File: src/rtl/rle_pkg.sv
package rle_pkg;
  typedef enum logic [2:0] {
    MODE_SYNC     = 3'd0,  // blank + sync active: tip
    MODE_BLANK    = 3'd1,  // blank active, sync inactive
    MODE_VIDEO_NS = 3'd2,  // video, sync active (no sync term)
    MODE_VIDEO    = 3'd3,  // video with sync term
    MODE_WHITE    = 3'd4   // forced white with sync term
  } lvl_mode_e;

  typedef struct packed {
    logic blank_n;
    logic sync_n;
    logic white;
  } ctrl_t;

  localparam int unsigned NUM_CH = 3;
  localparam int unsigned CH_G   = 1;
endpackage

File: src/rtl/rle_capture.sv
module rle_capture
  import rle_pkg::*;
#(
  parameter int unsigned DATA_W = 8
) (
  input  logic                          clk_i,
  input  logic                          rst_ni,
  input  logic [NUM_CH-1:0][DATA_W-1:0] pix_i,
  input  ctrl_t                         ctrl_i,
  output logic [NUM_CH-1:0][DATA_W-1:0] pix_q_o,
  output ctrl_t                         ctrl_q_o
);
  always_ff @(posedge clk_i or negedge rst_ni) begin
    if (!rst_ni) begin
      pix_q_o  <= '0;
      ctrl_q_o <= '{blank_n: 1'b0, sync_n: 1'b0, white: 1'b0};
    end else begin
      pix_q_o  <= pix_i;
      ctrl_q_o <= ctrl_i;
    end
  end
endmodule

File: src/rtl/rle_mode_dec.sv
module rle_mode_dec
  import rle_pkg::*;
(
  input  ctrl_t     ctrl_i,
  output lvl_mode_e mode_o
);
  // blank and sync outrank the white overlay
  always_comb begin
    if (!ctrl_i.blank_n)     mode_o = ctrl_i.sync_n ? MODE_BLANK : MODE_SYNC;
    else if (!ctrl_i.sync_n) mode_o = MODE_VIDEO_NS;
    else if (ctrl_i.white)   mode_o = MODE_WHITE;
    else                     mode_o = MODE_VIDEO;
  end
endmodule

File: src/rtl/rle_chan_level.sv
module rle_chan_level
  import rle_pkg::*;
#(
  parameter int unsigned DATA_W   = 8,
  parameter int unsigned OUT_W    = 10,
  parameter int unsigned PED      = 21,
  parameter int unsigned SYNC_LVL = 111,
  parameter bit          HAS_SYNC = 1'b0
) (
  input  logic              clk_i,
  input  logic              rst_ni,
  input  lvl_mode_e         mode_i,
  input  logic [DATA_W-1:0] pix_i,
  output logic [OUT_W-1:0]  lvl_o
);
  localparam logic [OUT_W-1:0] PED_C  = OUT_W'(PED);
  localparam logic [OUT_W-1:0] SYNC_C = OUT_W'(SYNC_LVL);
  localparam logic [OUT_W-1:0] FULL_C = OUT_W'((1 << DATA_W) - 1);

  logic [OUT_W-1:0] video_lvl, sync_lvl, lvl_d;
  logic             video_on, sync_on;

  always_comb begin
    video_on = (mode_i == MODE_VIDEO) || (mode_i == MODE_VIDEO_NS) ||
               (mode_i == MODE_WHITE);
    sync_on  = (mode_i == MODE_VIDEO) || (mode_i == MODE_WHITE) ||
               (mode_i == MODE_BLANK);
    video_lvl = '0;
    if (video_on)
      video_lvl = ((mode_i == MODE_WHITE) ? FULL_C : OUT_W'(pix_i)) + PED_C;
  end

  if (HAS_SYNC) begin : g_sync
    assign sync_lvl = sync_on ? SYNC_C : '0;
  end else begin : g_nosync
    assign sync_lvl = '0;
  end

  assign lvl_d = video_lvl + sync_lvl;

  always_ff @(posedge clk_i or negedge rst_ni) begin
    if (!rst_ni) lvl_o <= '0;
    else         lvl_o <= lvl_d;
  end
endmodule

File: src/rtl/rgb_level_enc.sv
module rgb_level_enc
  import rle_pkg::*;
#(
  parameter int unsigned DATA_W        = 8,
  parameter int unsigned OUT_W         = 10,
  parameter int unsigned PED           = 21,
  parameter int unsigned SYNC_LVL      = 111,
  parameter bit          SYNC_ON_GREEN = 1'b1
) (
  input  logic              clk_i,
  input  logic              rst_ni,
  input  logic [DATA_W-1:0] pix_r_i,
  input  logic [DATA_W-1:0] pix_g_i,
  input  logic [DATA_W-1:0] pix_b_i,
  input  logic              blank_ni,
  input  logic              sync_ni,
  input  logic              white_i,
  output logic [OUT_W-1:0]  lvl_r_o,
  output logic [OUT_W-1:0]  lvl_g_o,
  output logic [OUT_W-1:0]  lvl_b_o
);
  logic [NUM_CH-1:0][DATA_W-1:0] pix_in, pix_q;
  logic [NUM_CH-1:0][OUT_W-1:0]  lvl;
  ctrl_t                         ctrl_in, ctrl_q;
  lvl_mode_e                     mode;

  assign pix_in  = {pix_b_i, pix_g_i, pix_r_i};
  assign ctrl_in = '{blank_n: blank_ni, sync_n: sync_ni, white: white_i};

  rle_capture #(.DATA_W(DATA_W)) u_capture (
    .clk_i   (clk_i),
    .rst_ni  (rst_ni),
    .pix_i   (pix_in),
    .ctrl_i  (ctrl_in),
    .pix_q_o (pix_q),
    .ctrl_q_o(ctrl_q)
  );

  rle_mode_dec u_mode_dec (
    .ctrl_i(ctrl_q),
    .mode_o(mode)
  );

  for (genvar c = 0; c < NUM_CH; c++) begin : g_ch
    rle_chan_level #(
      .DATA_W  (DATA_W),
      .OUT_W   (OUT_W),
      .PED     (PED),
      .SYNC_LVL(SYNC_LVL),
      .HAS_SYNC(SYNC_ON_GREEN && (c == CH_G))
    ) u_chan (
      .clk_i (clk_i),
      .rst_ni(rst_ni),
      .mode_i(mode),
      .pix_i (pix_q[c]),
      .lvl_o (lvl[c])
    );
  end

  assign lvl_r_o = lvl[0];
  assign lvl_g_o = lvl[1];
  assign lvl_b_o = lvl[2];
endmodule

File: config.mk
export PLATFORM = sky130hd
export DESIGN_NAME = rgb_level_enc
export DESIGN_NICKNAME = d
export VERILOG_FILES = /design/src/rtl/rle_pkg.sv /design/src/rtl/rle_capture.sv /design/src/rtl/rle_mode_dec.sv /design/src/rtl/rle_chan_level.sv /design/src/rtl/rgb_level_enc.sv
export SDC_FILE = /design/constraint.sdc
export NUM_CORES = 1
export LEC_CHECK = 0
export ABC_CLOCK_PERIOD_IN_PS = 4000
export BUFFER_PORTS_ARGS = -buffer_cell sky130_fd_sc_hd__buf_2
export CORE_ASPECT_RATIO = 0.6
export CORE_UTILIZATION = 52
export CTS_BUF_LIST = sky130_fd_sc_hd__clkbuf_8 sky130_fd_sc_hd__clkbuf_16
export CTS_CLUSTER_SIZE = 28
export DETAILED_ROUTE_END_ITERATION = 10
export PLACE_DENSITY_LB_ADDON = 0.25
export RECOVER_POWER = 25
export SLEW_MARGIN = 20
export SYNTH_ARGS = -nofsm -noshare
export SYNTH_HDL_FRONTEND = slang
export SYNTH_HIERARCHICAL = 1
export SYNTH_SLANG_ARGS = --single-unit
export TNS_END_PERCENT = 1
File: constraint.sdc
create_clock -name clk_i -period 4 [get_ports clk_i]
set_input_delay 0.2 -clock clk_i [delete_from_list [all_inputs] [get_ports clk_i]]
set_output_delay 0.2 -clock clk_i [all_outputs]
set_load 0.005 [all_outputs]
Word level (Yosys, flattened, before mapping). Index checks and enable logic that the tools add are counted.

Word-level logic and storage cells: 32. Input bits: 29. Output and inout bits: 30. Bits in registers: 57.

Equality and inequality tests: 4. $add $sub $neg: 4. Muxes and demuxes: 11. Reductions and logical operators: 4.

Operators by type and width (number): adder 10 x 5 -> 10 bit, second input constant (3); two-way mux 10 bit (3); two-way mux 8 bit (3); adder 10 bit (1); two-way mux 3 bit (3); two-way mux 7 bit (1); == test 3 x 2 -> 1 bit, second input constant (2); logical OR 1 bit (4); == test 3 x 1 -> 1 bit, second input constant (1); == test 3 bit, second input constant (1); two-way mux 1 bit (1).

Longest topological paths before layout. Gate-level depths: netlist of the first run.

Depth after elaboration: 8. Gate-level depth with buffers: 14.

Hierarchy. Netlist of the first run, hierarchy kept.

By module, submodules not included: rle_chan_level (g_ch[0].u_chan ...) (instances 2, seq. area each 225.2 µm², area an instance 422.9 µm², cells each 40); rle_chan_level (g_ch[1].u_chan) (instances 1, seq. area each 250.2 µm², area an instance 807.0 µm², cells each 91); rle_capture (instances 1, seq. area each 675.6 µm², area an instance 675.6 µm², cells each 27); rle_mode_dec (instances 1, seq. area each 0.0 µm², area an instance 21.3 µm², cells each 3).

Worst setup path before layout of the first run. No wires, ideal clock.

Path kind: register -> register. Start: register u_capture/ctrl_q_o[1] (netlist name). End: register g_ch[1].u_chan.lvl_o[8]. Arrival: 2.961 ns. Clock period less this slack: 3.089 ns. Required time: 3.872 ns. Buffers on the path: 1. Setup slack: 0.911 ns. Cell stages (with the launch flop): 15. Cells stage by stage: dfrtp_1 a21boi_1 or3b_1 clkbuf_1 nand2b_1 ha_1 o21a_1 o21ai_0 xor2_1 nor2_1 ha_1 a21oi_1 nand3_1 o22ai_1 nor3b_2.

Longest elaborated chain between the ends: 7.

Ends and longest elaborated chain: from (decl) (line rle_capture.sv:11) `output ctrl_t ctrl_q_o`; from (signal assigned) (line rle_capture.sv:16) `ctrl_q_o <= '{blank_n: 1'b0, sync_n: 1'b0, white: 1'b0};`; from (signal assigned) (line rle_capture.sv:19) `ctrl_q_o <= ctrl_i;`; two-way mux 3 bit (*) (line rle_mode_dec.sv:10) `else if (!ctrl_i.sync_n) mode_o = MODE_VIDEO_NS;`; two-way mux 3 bit (*) (line rle_mode_dec.sv:9) `if (!ctrl_i.blank_n) mode_o = ctrl_i.sync_n ? MODE_BLANK : MODE_SYNC;`; net mode[1] (line rgb_level_enc.sv:25) `lvl_mode_e mode;`; == test 3 bit, or another cell as far along (line rle_chan_level.sv:25, rle_chan_level.sv:26, rle_chan_level.sv:30); two-way mux 8 bit, or another cell as far along (line rle_chan_level.sv:30) `video_lvl = ((mode_i == MODE_WHITE) ? FULL_C : OUT_W'(pix_i)) + PED_C;`; adder 10 x 5 -> 10 bit, or another cell as far along (line rle_chan_level.sv:30); two-way mux 10 bit or two-way mux 7 bit (tied branches) (line rle_chan_level.sv:29, rle_chan_level.sv:34); adder 10 bit (*) (line rle_chan_level.sv:39) `assign lvl_d = video_lvl + sync_lvl;`; net g_ch[1].u_chan.lvl_d[8] (line rle_chan_level.sv:20) `logic [OUT_W-1:0] video_lvl, sync_lvl, lvl_d;`; to (signal assigned) (line rle_chan_level.sv:43) `else lvl_o <= lvl_d;`; to (decl) (line rle_chan_level.sv:14) `output logic [OUT_W-1:0] lvl_o`.

The timed path passes the listed nets; every way through them passes the cells marked *.

Worst setup path after layout of the first run.
Start: register u_capture/ctrl_q_o[2] (netlist name). End: register g_ch[1].u_chan.lvl_o[8].

Longest elaborated chain between the ends: 6.

Ends and longest elaborated chain (line): two-way mux 3 bit (*) (rle_mode_dec.sv:9); net mode[2] (rgb_level_enc.sv:25); == test 3 bit, or another cell as far along (rle_chan_level.sv:25, rle_chan_level.sv:26, rle_chan_level.sv:30); two-way mux 8 bit, or another cell as far along (rle_chan_level.sv:30); adder 10 x 5 -> 10 bit, or another cell as far along (rle_chan_level.sv:30); two-way mux 10 bit or two-way mux 7 bit (tied branches) (rle_chan_level.sv:29, rle_chan_level.sv:34); adder 10 bit (*) (rle_chan_level.sv:39); net g_ch[1].u_chan.lvl_d[8] (rle_chan_level.sv:20).

Marked as above.

==> metrics.csv, run 1 <==
metric,value,unit
"Max stage delay cell, worst path",or3b_1,
RR Endpoint,g_ch[1].u_chan/lvl_o[8],
switching share of total power,23.9,%
total core area,4210,um2
worst-skew pair later-pin latency,0.31,ns
Die Y,54.1,um
I/O pins,59,
full die area,4800,um2
Wirelength per Cell,13.1,um
DR iter-0 viols,46,
setup_tns,0,ns
share of cells above drive strength 1,26.5,%
CTS tree,built,
Hold Crit Start,pix_b_i[3],
postcts setup bufs,0,
post-synthesis cell type count,46,
Synth Net Count,238,
GRT Residual Overflow,0,
Max VDD drop,0.233,mV
Final Hold Fails,0,
Worst path max stage delay,0.54,ns
CP required,4.19,ns
worst path cell trace,and3_1 -> or3b_1 -> o21ai_0 -> ha_1 -> inv_1 -> fa_1 -> nor2b_1 -> o21ai_0 -> a21oi_1 -> nand4_1 -> nor3b_2,
Antenna Cells,0,
fill cell count,310,
Global Route Usage Sum,21.2,%
Gate power share,15.4,%
Core Rows,18,
unrepaired setup endpoints after global routing,false,
Chip Width,88.8,um
Nets,327,
fin crit period,3.29,ns
area of the multi-input gates,928,um2
Cells on Worst Hold Path,2,
Worst Skew,0.00608,ns
Synth Flop Type,dfrtp_1,
CP Launch Type,register,
crit-path max FO,15,
Slew headroom,-80.8,%
routability cong.,0.797,
Critical R2R Launch,u_capture/ctrl_q_o[2],
finished layout cell area,3090,um2
Routed WL,4610,um
Worst Setup End Kind,register,
Clock Pin Slew Worst Setup and Hold Paths,0.09,ns
yosys synthesis warning count,6,
Hold EP,u_capture/pix_q_o[19],
CTS buffer count,5,
"Arr. time, crit path",3.48,ns
largest net degree at the start of global routing,56,
Port Buf Inserts,56,
H-Tree Level Count,2,
asr flop ratio synth,100,%
synthesized area per cell,11.7,um2
# DRC,0,
Post-Syn Instances,201,
number of clock sinks,55,
R2R cell count,11,
DR pass1 iterations,4,
routed vias/inst,5.02,
"EDFF count, synth",0,
sequential cell area,1380,um2
synthesized area,2350,um2
Worst Hold Class,in -> reg,
failing checks,"max-capacitance violations, max-slew violations",
Power Density,378,nW/um2
DP HPWL,3020,um
fin util,73.3,%
fin. max-slew vios,56,
outcome,"complete, but fails checks",
Resize count post-CTS,0,
ANT nets after route,0,
worst slew pin tran,2.71,ns
Pleak,1.50,nW
Post-DP Area,2700,um2
vias in the first global route,1541,
Bufs on Longest Clock Path,2,
Cell Int Power,0.888,mW
Reg power frac,52.8,%
"Seq/Total Area, Yosys",58.6,%
clock power share,31.8,%
Tcrit/Tclk final,82.2,%
Yosys reg bits,55,
final setup fails,0,
"most used cell, CP",o21ai_0,
Achievable Freq,0.304,GHz
Vias,1761,
CP Class,reg -> reg,
initial antenna violation count,0,
starting density of the core,55.8,%
sw power,0.278,mW
Area Overhead vs Synth,31.3,%
maximum capacitance violations,1,
first-pass GRT wire length,7180,um
flop-to-flop setup slack,0.71,ns
clk root buf,clkbuf_8,
==> final cells by class <==
| cell class | instances | share of cell area, % |
|---|---|---|
| Multi-Input combinational cell | 136 | 30.1 |
| Clock buffer | 6 | 2.68 |
| Clock inverter | 2 | 1.14 |
| Inverter | 7 | 0.852 |
| Sequential cell | 55 | 44.6 |
| Tap cell | 60 | 2.43 |
| Timing Repair Buffer | 85 | 18.2 |
==> placed cells by master (no fill, tap or decap), types with 4 or more instances in the layout <==
| cell | n |
|---|---|
| dlygate4sd3_1 | 27 |
| nor2b_1 | 5 |
| xnor2_1 | 8 |
| nor2_1 | 15 |
| nand2b_1 | 6 |
| ha_1 | 7 |
| nand2_1 | 15 |
| dfrtp_1 | 55 |
| clkbuf_8 | 6 |
| nand3_1 | 5 |
| a211oi_1 | 4 |
| xor2_1 | 4 |
| o21ai_0 | 9 |
| inv_1 | 6 |
| buf_2 | 56 |
| a21oi_1 | 7 |
==> stage by stage <==
step           std cells  worst slack, ns  hold WS (ns)  total power [mW]
2_1_floorplan        201            0.911       -0.0956             0.716
3_3_place_gp         316            0.900         0.308             0.783
3_5_place_dp         316            0.771         0.309             0.786
4_1_cts              349            0.747      0.000129              1.17
5_1_grt              351            0.440         0.515              1.22
6_report             351            0.712         0.524              1.17
==> registers in the layout, indices dropped and copies added (netlist names) <==
register,cells
g_ch.u_chan/lvl_o,28
u_capture/pix_q_o,24
u_capture/ctrl_q_o,3
==> worst max path at each step <==
stage	start	to	slack [ns]	depth (start not counted)
after floorplan	u_capture/ctrl_q_o[1]	g_ch[1].u_chan/lvl_o[8]	0.91	14
after global placement	u_capture/ctrl_q_o[1]	g_ch[1].u_chan/lvl_o[8]	0.90	11
after detailed placement	u_capture/ctrl_q_o[2]	g_ch[1].u_chan/lvl_o[8]	0.77	11
after CTS	u_capture/ctrl_q_o[2]	g_ch[1].u_chan/lvl_o[8]	0.75	11
after global routing	u_capture/ctrl_q_o[1]	g_ch[1].u_chan/lvl_o[8]	0.44	11
final	u_capture/ctrl_q_o[2]	g_ch[1].u_chan/lvl_o[8]	0.71	11
==> layer usage <==
layer,routed length (um),GRT usage (%)
met1,2240,29.1
met2,2080,32.9
met3,229,5.21
met4,65,8.06
met5,0,0
==> worst max-delay path, delay by kind of cell (launching register included) <==
kind,cells,cell delay [ns]
adder cells (fa/ha/maj),2,0.68
AND/OR/NAND/NOR,5,1.36
buffers and inverters,1,0.07
flip-flops,1,0.38
AO/OA/AOI/OAI,3,0.68
==> synth_stat cells, types with 4 or more instances <==
cell,n,area share [%]
nor2b_1,5,1.3
a211oi_1,4,1.3
nand2b_1,6,1.6
xor2_1,4,1.5
nor2_1,15,2.4
xnor2_1,8,3.0
dfrtp_1,55,59
nand3_1,5,1.1
inv_1,6,0.96
ha_1,7,3.7
o21ai_0,9,1.9
nand2_1,15,2.4
a21oi_1,7,1.5
==> power by group through the flow <==
stage	Sequential (mW)	Clock [mW]	Combinational [mW]
floorplan	0.630	0	0.0864
global placement	0.626	0	0.157
detailed placement	0.627	0	0.159
CTS	0.616	0.378	0.178
global route	0.622	0.398	0.203
finish	0.616	0.371	0.179
==> kinds of logic after synthesis <==
group,Yosys count,share of synthesized area (%)
and+or+nand+nor,66,15.8
AOI/OAI and AO/OA,45,13.1
other,2,0.320
DFF,55,58.6
buffers and inverters,10,1.92
xor gates and xnor gates,12,4.47
muxes,3,1.28
adders and majority gates,8,4.58
==> what timing repair did <==
action                                 in CTS  in global routing
setup endpoints to repair                   0                  0
hold buffers                               25                  2
endpoints found under the hold margin      25                  2
No activity file was read; power rests on OpenSTA's default activity.
==> run 2: changes to the inputs <==
--- a/config.mk
+++ b/config.mk
@@ -5,10 +5,10 @@
 export SDC_FILE = /design/constraint.sdc
 export NUM_CORES = 1
 export LEC_CHECK = 0
-export ABC_CLOCK_PERIOD_IN_PS = 4000
+export ABC_CLOCK_PERIOD_IN_PS = 2740
 export BUFFER_PORTS_ARGS = -buffer_cell sky130_fd_sc_hd__buf_2
 export CORE_ASPECT_RATIO = 0.6
-export CORE_UTILIZATION = 52
+export CORE_UTILIZATION = 47
 export CTS_BUF_LIST = sky130_fd_sc_hd__clkbuf_8 sky130_fd_sc_hd__clkbuf_16
 export CTS_CLUSTER_SIZE = 28
 export DETAILED_ROUTE_END_ITERATION = 10
==> constraint.sdc (replaced) <==
create_clock -name clk_i -period 2.74 [get_ports clk_i]
set_input_delay 0.137 -clock clk_i [delete_from_list [all_inputs] [get_ports clk_i]]
set_output_delay 0.137 -clock clk_i [all_outputs]
set_load 0.005 [all_outputs]
==> metrics.csv, run 2 (synthesized netlist as in run 1, its figures left out) <==
metric,value,unit,change
outcome,finished clean,,"was complete, but fails checks"
Cells on Worst Hold Path,2,,unchanged
CP Class,reg -> reg,,unchanged
Area Overhead vs Synth,43.1,%,was 31.3%
Wirelength per Cell,13.3,um,was 13.1 um
starting density of the core,50.2,%,was 55.8%
largest net degree at the start of global routing,35,,was 56
# DRC,0,,unchanged
number of clock sinks,55,,unchanged
first-pass GRT wire length,8030,um,was 7180 um
Power Density,519,nW/um2,was 378 nW/um2
Antenna Cells,0,,unchanged
CTS buffer count,5,,unchanged
worst path cell trace,buf_4 -> a21boi_4 -> or3b_4 -> nand2b_1 -> ha_1 -> o21a_1 -> o21ai_2 -> xor2_1 -> nor2_1 -> ha_1 -> a21oi_4 -> nand3_1 -> o22ai_2 -> nor3b_2,,was and3_1 -> or3b_1 -> o21ai_0 -> ha_1 -> inv_1 -> fa_1 -> nor2b_1 -> o21ai_0 -> a21oi_1 -> nand4_1 -> nor3b_2
Top Registers,"g_ch.u_chan/lvl_o: 28 flops, u_capture/pix_q_o: 24 flops, u_capture/ctrl_q_o: 3 flops",,unchanged
Achievable Freq,0.374,GHz,was 0.304 GHz
DR iter-0 viols,57,,was 46
full die area,5300,um2,was 4800 um2
clk root buf,clkbuf_8,,unchanged
"most used cell, CP",ha_1,,was o21ai_0
fin crit period,2.67,ns,was 3.29 ns
routability cong.,0.885,,was 0.797
H-Tree Level Count,2,,unchanged
crit-path max FO,4,,was 15
most frequent cells in the layout,"dfrtp_1, buf_2, dlygate4sd3_1",,"was buf_2, dfrtp_1, dlygate4sd3_1"
Post-DP Area,2830,um2,was 2700 um2
fin. max-slew vios,0,,was 56
vias in the first global route,1732,,was 1541
total core area,4680,um2,was 4210 um2
DR pass1 iterations,4,,unchanged
initial antenna violation count,0,,unchanged
fill cell count,342,,was 310
worst slew pin tran,1.15,ns,was 2.71 ns
Tcrit/Tclk final,97.5,%,was 82.2%
Nets,344,,was 327
Worst path max stage delay,0.40,ns,was 0.54 ns
"Arr. time, crit path",2.87,ns,was 3.48 ns
I/O pins,59,,unchanged
Die Y,56.8,um,was 54.1 um
maximum capacitance violations,0,,was 1
Bufs on Longest Clock Path,2,,unchanged
Global Route Usage Sum,20.4,%,was 21.2%
Worst Hold Class,in -> reg,,unchanged
share of cells above drive strength 1,37.0,%,was 26.5%
unrepaired setup endpoints after global routing,true,,was false
CTS tree,built,,unchanged
Slew headroom,23.4,%,was -80.8%
CP Launch Type,register,,unchanged
Worst Skew,0.00474,ns,was 0.00608 ns
flop-to-flop setup slack,0.07,ns,was 0.71 ns
worst-skew pair later-pin latency,0.31,ns,about the same
Max VDD drop,0.311,mV,was 0.233 mV
final setup fails,0,,unchanged
Worst Setup End Kind,register,,unchanged
Clock Pin Slew Worst Setup and Hold Paths,0.09,ns,about the same
Core Rows,19,,was 18
Routed WL,4950,um,was 4610 um
DP HPWL,3410,um,was 3020 um
worst hold margin,0.456,ns,was 0.524 ns
Port Buf Inserts,56,,unchanged
Chip Width,93.3,um,was 88.8 um
largest register by flop count,g_ch.u_chan/lvl_o,,unchanged
Pleak,1.63,nW,was 1.50 nW
Vias,1852,,was 1761
GRT Residual Overflow,0,,unchanged
ANT nets after route,0,,unchanged
R2R cell count,14,,was 11
CP required,2.94,ns,was 4.19 ns
"Max stage delay cell, worst path",dfrtp_1,,was or3b_1
Final Hold Fails,0,,unchanged
routed vias/inst,4.99,,was 5.02
max reg flops,28,,unchanged
finished layout cell area,3360,um2,was 3090 um2
-- run 2: cell type report --
| cell class | instances | area (um2) | share of cell area, % |
|---|---|---|---|
| inverter | 7 | 26.3 | 0.781 |
| clock inverter | 3 | 43.8 | 1.30 |
| sequential | 55 | 1380 | 40.9 |
| tap | 63 | 78.8 | 2.34 |
| timing repair buffer | 102 | 694 | 20.6 |
| multi-input combinational | 136 | 1070 | 32.0 |
| clock buffer | 5 | 68.8 | 2.05 |
-- run 2: path summary, 6_finish.rpt --
check / startpoint / to
min reg2reg: u_capture/pix_q_o[0] / g_ch[0].u_chan/lvl_o[0]
min: pix_b_i[7] / u_capture/pix_q_o[23]
min in group asynchronous: rst_ni / g_ch[1].u_chan/lvl_o[3]
max: u_capture/ctrl_q_o[1] / g_ch[1].u_chan/lvl_o[8]
max in group asynchronous: rst_ni / g_ch[2].u_chan/lvl_o[8]
max reg2reg: u_capture/ctrl_q_o[1] / g_ch[1].u_chan/lvl_o[8]
-- run 2: what timing repair did --
action	in CTS	in global routing
endpoints found under the hold margin	48	0
setup buffers	2	1
pin swaps	3	10
gates resized for setup	4	21
endpoints found under the setup margin	4	6
hold buffers	28	0
-- run 2: routing by layer --
metal	GRT usage, %	part of all wire, %	vias to the layer above
met2	29.2	44	56
met4	7.25	1.4	0
met5	0	0	-
met1	30.2	49	883
met3	4.88	5.6	8
li1	-	-	905
-- run 2: stage by stage --
stage	TNS [ns]	utilization (%)	worst slack (ns)	cells	power (mW)
after floorplan	-0.0349	-	-0.0349	201	1.05
after global placement	-0.0647	60.5	-0.0647	332	1.17
after detailed placement	-0.167	60.5	-0.148	332	1.18
after CTS	0	69.5	0.00474	370	1.74
after global routing	-0.251	71.8	-0.107	371	1.85
final	0	71.8	0.0682	371	1.74
-- run 2: power by group --
group	internal [mW]	switching, mW
clock network	0.272	0.252
logic	0.165	0.152
registers	0.870	0.0336
total	1.31	0.438
-- run 2: critical path, delay by kind of cell, from the launching register on --
family | cells | cell delay (ns)
xor+xnor | 1 | 0.15
flops | 1 | 0.40
buf+inv | 1 | 0.15
compound gates | 5 | 0.83
simple gates | 5 | 0.45
fa+ha+maj | 2 | 0.58
==> run 3: changes to the inputs <==
--- a/config.mk
+++ b/config.mk
@@ -7,11 +7,14 @@
 export LEC_CHECK = 0
 export ABC_CLOCK_PERIOD_IN_PS = 2740
 export BUFFER_PORTS_ARGS = -buffer_cell sky130_fd_sc_hd__buf_2
-export CORE_ASPECT_RATIO = 0.6
-export CORE_UTILIZATION = 47
+export CELL_PAD_IN_SITES_DETAIL_PLACEMENT = 1
+export CELL_PAD_IN_SITES_GLOBAL_PLACEMENT = 2
+export CORE_ASPECT_RATIO = 1.4
+export CORE_UTILIZATION = 30
 export CTS_BUF_LIST = sky130_fd_sc_hd__clkbuf_8 sky130_fd_sc_hd__clkbuf_16
 export CTS_CLUSTER_SIZE = 28
 export DETAILED_ROUTE_END_ITERATION = 10
+export GPL_TIMING_DRIVEN = 0
 export PLACE_DENSITY_LB_ADDON = 0.25
 export RECOVER_POWER = 25
 export SLEW_MARGIN = 20
==> metrics.csv, run 3 (synthesized netlist as in run 1, its figures left out) <==
metric,value,unit,change
DP HPWL,3600,um,was 3410 um
share of cells above drive strength 1,37.4,%,was 37.0%
routability cong.,0.741,,was 0.885
fin util,45.4,%,was 71.8%
outcome,"complete, but fails checks",,was finished clean
Power Density,498,nW/um2,was 519 nW/um2
setup_tns,-0.0183,ns,was 0 ns
unrepaired setup endpoints after global routing,true,,unchanged
I/O pins,59,,unchanged
CP Launch Type,register,,unchanged
maximum capacitance violations,0,,unchanged
fin. max-slew vios,0,,unchanged
fin crit period,2.75,ns,was 2.67 ns
largest net degree at the start of global routing,56,,was 35
routed vias/inst,4.62,,was 4.99
full die area,8200,um2,was 5300 um2
Port Buf Inserts,56,,unchanged
vias in the first global route,1931,,was 1732
GRT Residual Overflow,0,,unchanged
H-Tree Level Count,2,,unchanged
Layout Cells excl Fill,402,,was 371
Top Registers,"g_ch.u_chan/lvl_o: 28 flops, u_capture/pix_q_o: 24 flops, u_capture/ctrl_q_o: 3 flops",,unchanged
failing checks,negative setup slack,,
initial antenna violation count,0,,unchanged
Pleak,1.63,nW,about the same
Tcrit/Tclk final,100,%,was 97.5%
Nets,341,,was 344
Core Rows,37,,was 19
Area Overhead vs Synth,43.9,%,was 43.1%
Clock Pin Slew Worst Setup and Hold Paths,0.09,ns,about the same
post-route setup slack,-0.00951,ns,was 0.0682 ns
worst-skew pair later-pin latency,0.31,ns,about the same
placed insts,354,,was 332
clk root buf,clkbuf_8,,unchanged
ANT nets after route,0,,unchanged
"Arr. time, crit path",2.94,ns,was 2.87 ns
max reg flops,28,,unchanged
Worst Hold Class,in -> reg,,unchanged
Routed WL,5170,um,was 4950 um
Final Hold Fails,0,,unchanged
DR pass1 iterations,4,,unchanged
Global Route Usage Sum,13.4,%,was 20.4%
Max VDD drop,0.349,mV,was 0.311 mV
Die Y,107,um,was 56.8 um
Bufs on Longest Clock Path,2,,unchanged
first-pass GRT wire length,8500,um,was 8030 um
Chip Width,76.8,um,was 93.3 um
CP Class,reg -> reg,,unchanged
Wirelength per Cell,12.9,um,was 13.3 um
final setup fails,3,,was 0
Antenna Cells,0,,unchanged
worst slew pin tran,1.32,ns,was 1.15 ns
CTS tree,built,,unchanged
worst hold margin,0.461,ns,was 0.456 ns
most frequent cells in the layout,"buf_2, dfrtp_1, dlygate4sd3_1",,"was dfrtp_1, buf_2, dlygate4sd3_1"
crit-path max FO,5,,was 4
starting density of the core,31.5,%,was 50.2%
Worst Setup End Kind,register,,unchanged
number of clock sinks,55,,unchanged
CP required,2.93,ns,was 2.94 ns
"commonest non-fill, non-tap cell in the layout",buf_2,,
Final Power,1.68,mW,was 1.74 mW
total core area,7450,um2,was 4680 um2
CTS buffer count,5,,unchanged
# DRC,0,,unchanged
Slew headroom,12.2,%,was 23.4%
DR iter-0 viols,31,,was 57
Vias,1856,,was 1852
largest register by flop count,g_ch.u_chan/lvl_o,,unchanged
Worst Skew,0.00760,ns,was 0.00474 ns
Achievable Freq,0.364,GHz,was 0.374 GHz
run 3: cell types whose count changed in the layout (fill, tap and decap cells not counted), sizes merged:
cell | before | now
buf | 73 | 70
bufinv | 1 | 0
clkbuf | 6 | 8
clkinv | 2 | 0
inv | 7 | 8
run 3: worst max-delay path, stage by stage (launching register included):
cell and delay, ns:
dfrtp_1 0.43, and3_4 0.20, or3b_4 0.38, buf_8 0.15
nand2b_4 0.07, ha_4 0.12, a21boi_2 0.19, inv_2 0.06
fa_2 0.37, nor2b_1 0.16, o21ai_2 0.11, a21oi_4 0.16
nand4_1 0.09, nor3b_2 0.16
run 3: cell type report:
| type | instances | area, um2 |
|---|---|---|
| multi-input cells | 136 | 1070 |
| plain buffers | 3 | 30.0 |
| flip-flops and latches | 55 | 1380 |
| inverters | 7 | 26.3 |
| well taps | 97 | 121 |
| fillers | 841 | 4070 |
| clock buffers | 7 | 96.3 |
| clock inverters | 1 | 3.75 |
| repair buffers | 96 | 654 |
run 3: routing by layer:
layer / part of all wire (%) / track usage, % / vias up / routed length, um
met2: 59 / 26.5 / 33 / 3030
met5: 0 / 0 / - / 0
met4: 1.9 / 6.59 / 0 / 98
met3: 2.8 / 2.55 / 7 / 147
met1: 37 / 13.0 / 920 / 1890
li1: - / - / 896 / -
run 3: repair_timing:
item | CTS | global route
hold buffers | 28 | 0
hold endpoints to repair | 82 | 0
setup buffers | 9 | 3
gates resized for setup | 15 | 14
pin swaps | 13 | 16
cloned | 0 | 0
setup endpoints to repair | 6 | 5
run 3: where the power goes:
group	switching (mW)	internal [mW]	total [mW]
clock	0.248	0.227	0.475
combinational	0.144	0.160	0.305
sequential	0.0329	0.870	0.903
total	0.425	1.26	1.68
run 3: worst paths after layout:
path	start	endpoint	slack, ns	depth (start not counted)
hold reg to reg	u_capture/pix_q_o[5]	g_ch[0].u_chan/lvl_o[5]	0.54	2
max in group asynchronous	rst_ni	u_capture/ctrl_q_o[2]	1.20	2
min in group asynchronous	rst_ni	g_ch[1].u_chan/lvl_o[1]	0.65	2
hold / removal	blank_ni	u_capture/ctrl_q_o[2]	0.46	2
setup / recovery	u_capture/ctrl_q_o[0]	g_ch[1].u_chan/lvl_o[8]	-0.01	13
setup reg to reg	u_capture/ctrl_q_o[0]	g_ch[1].u_chan/lvl_o[8]	-0.01	13
run 3: per-stage QoR:
step | setup WS [ns] | cell area [um2]
finish | -0.00951 | 3380
global route | -0.161 | 3380
CTS | -0.0951 | 3300
detailed placement | -0.426 | 2790
global placement | -0.380 | 2780
floorplan | -0.0349 | 2380
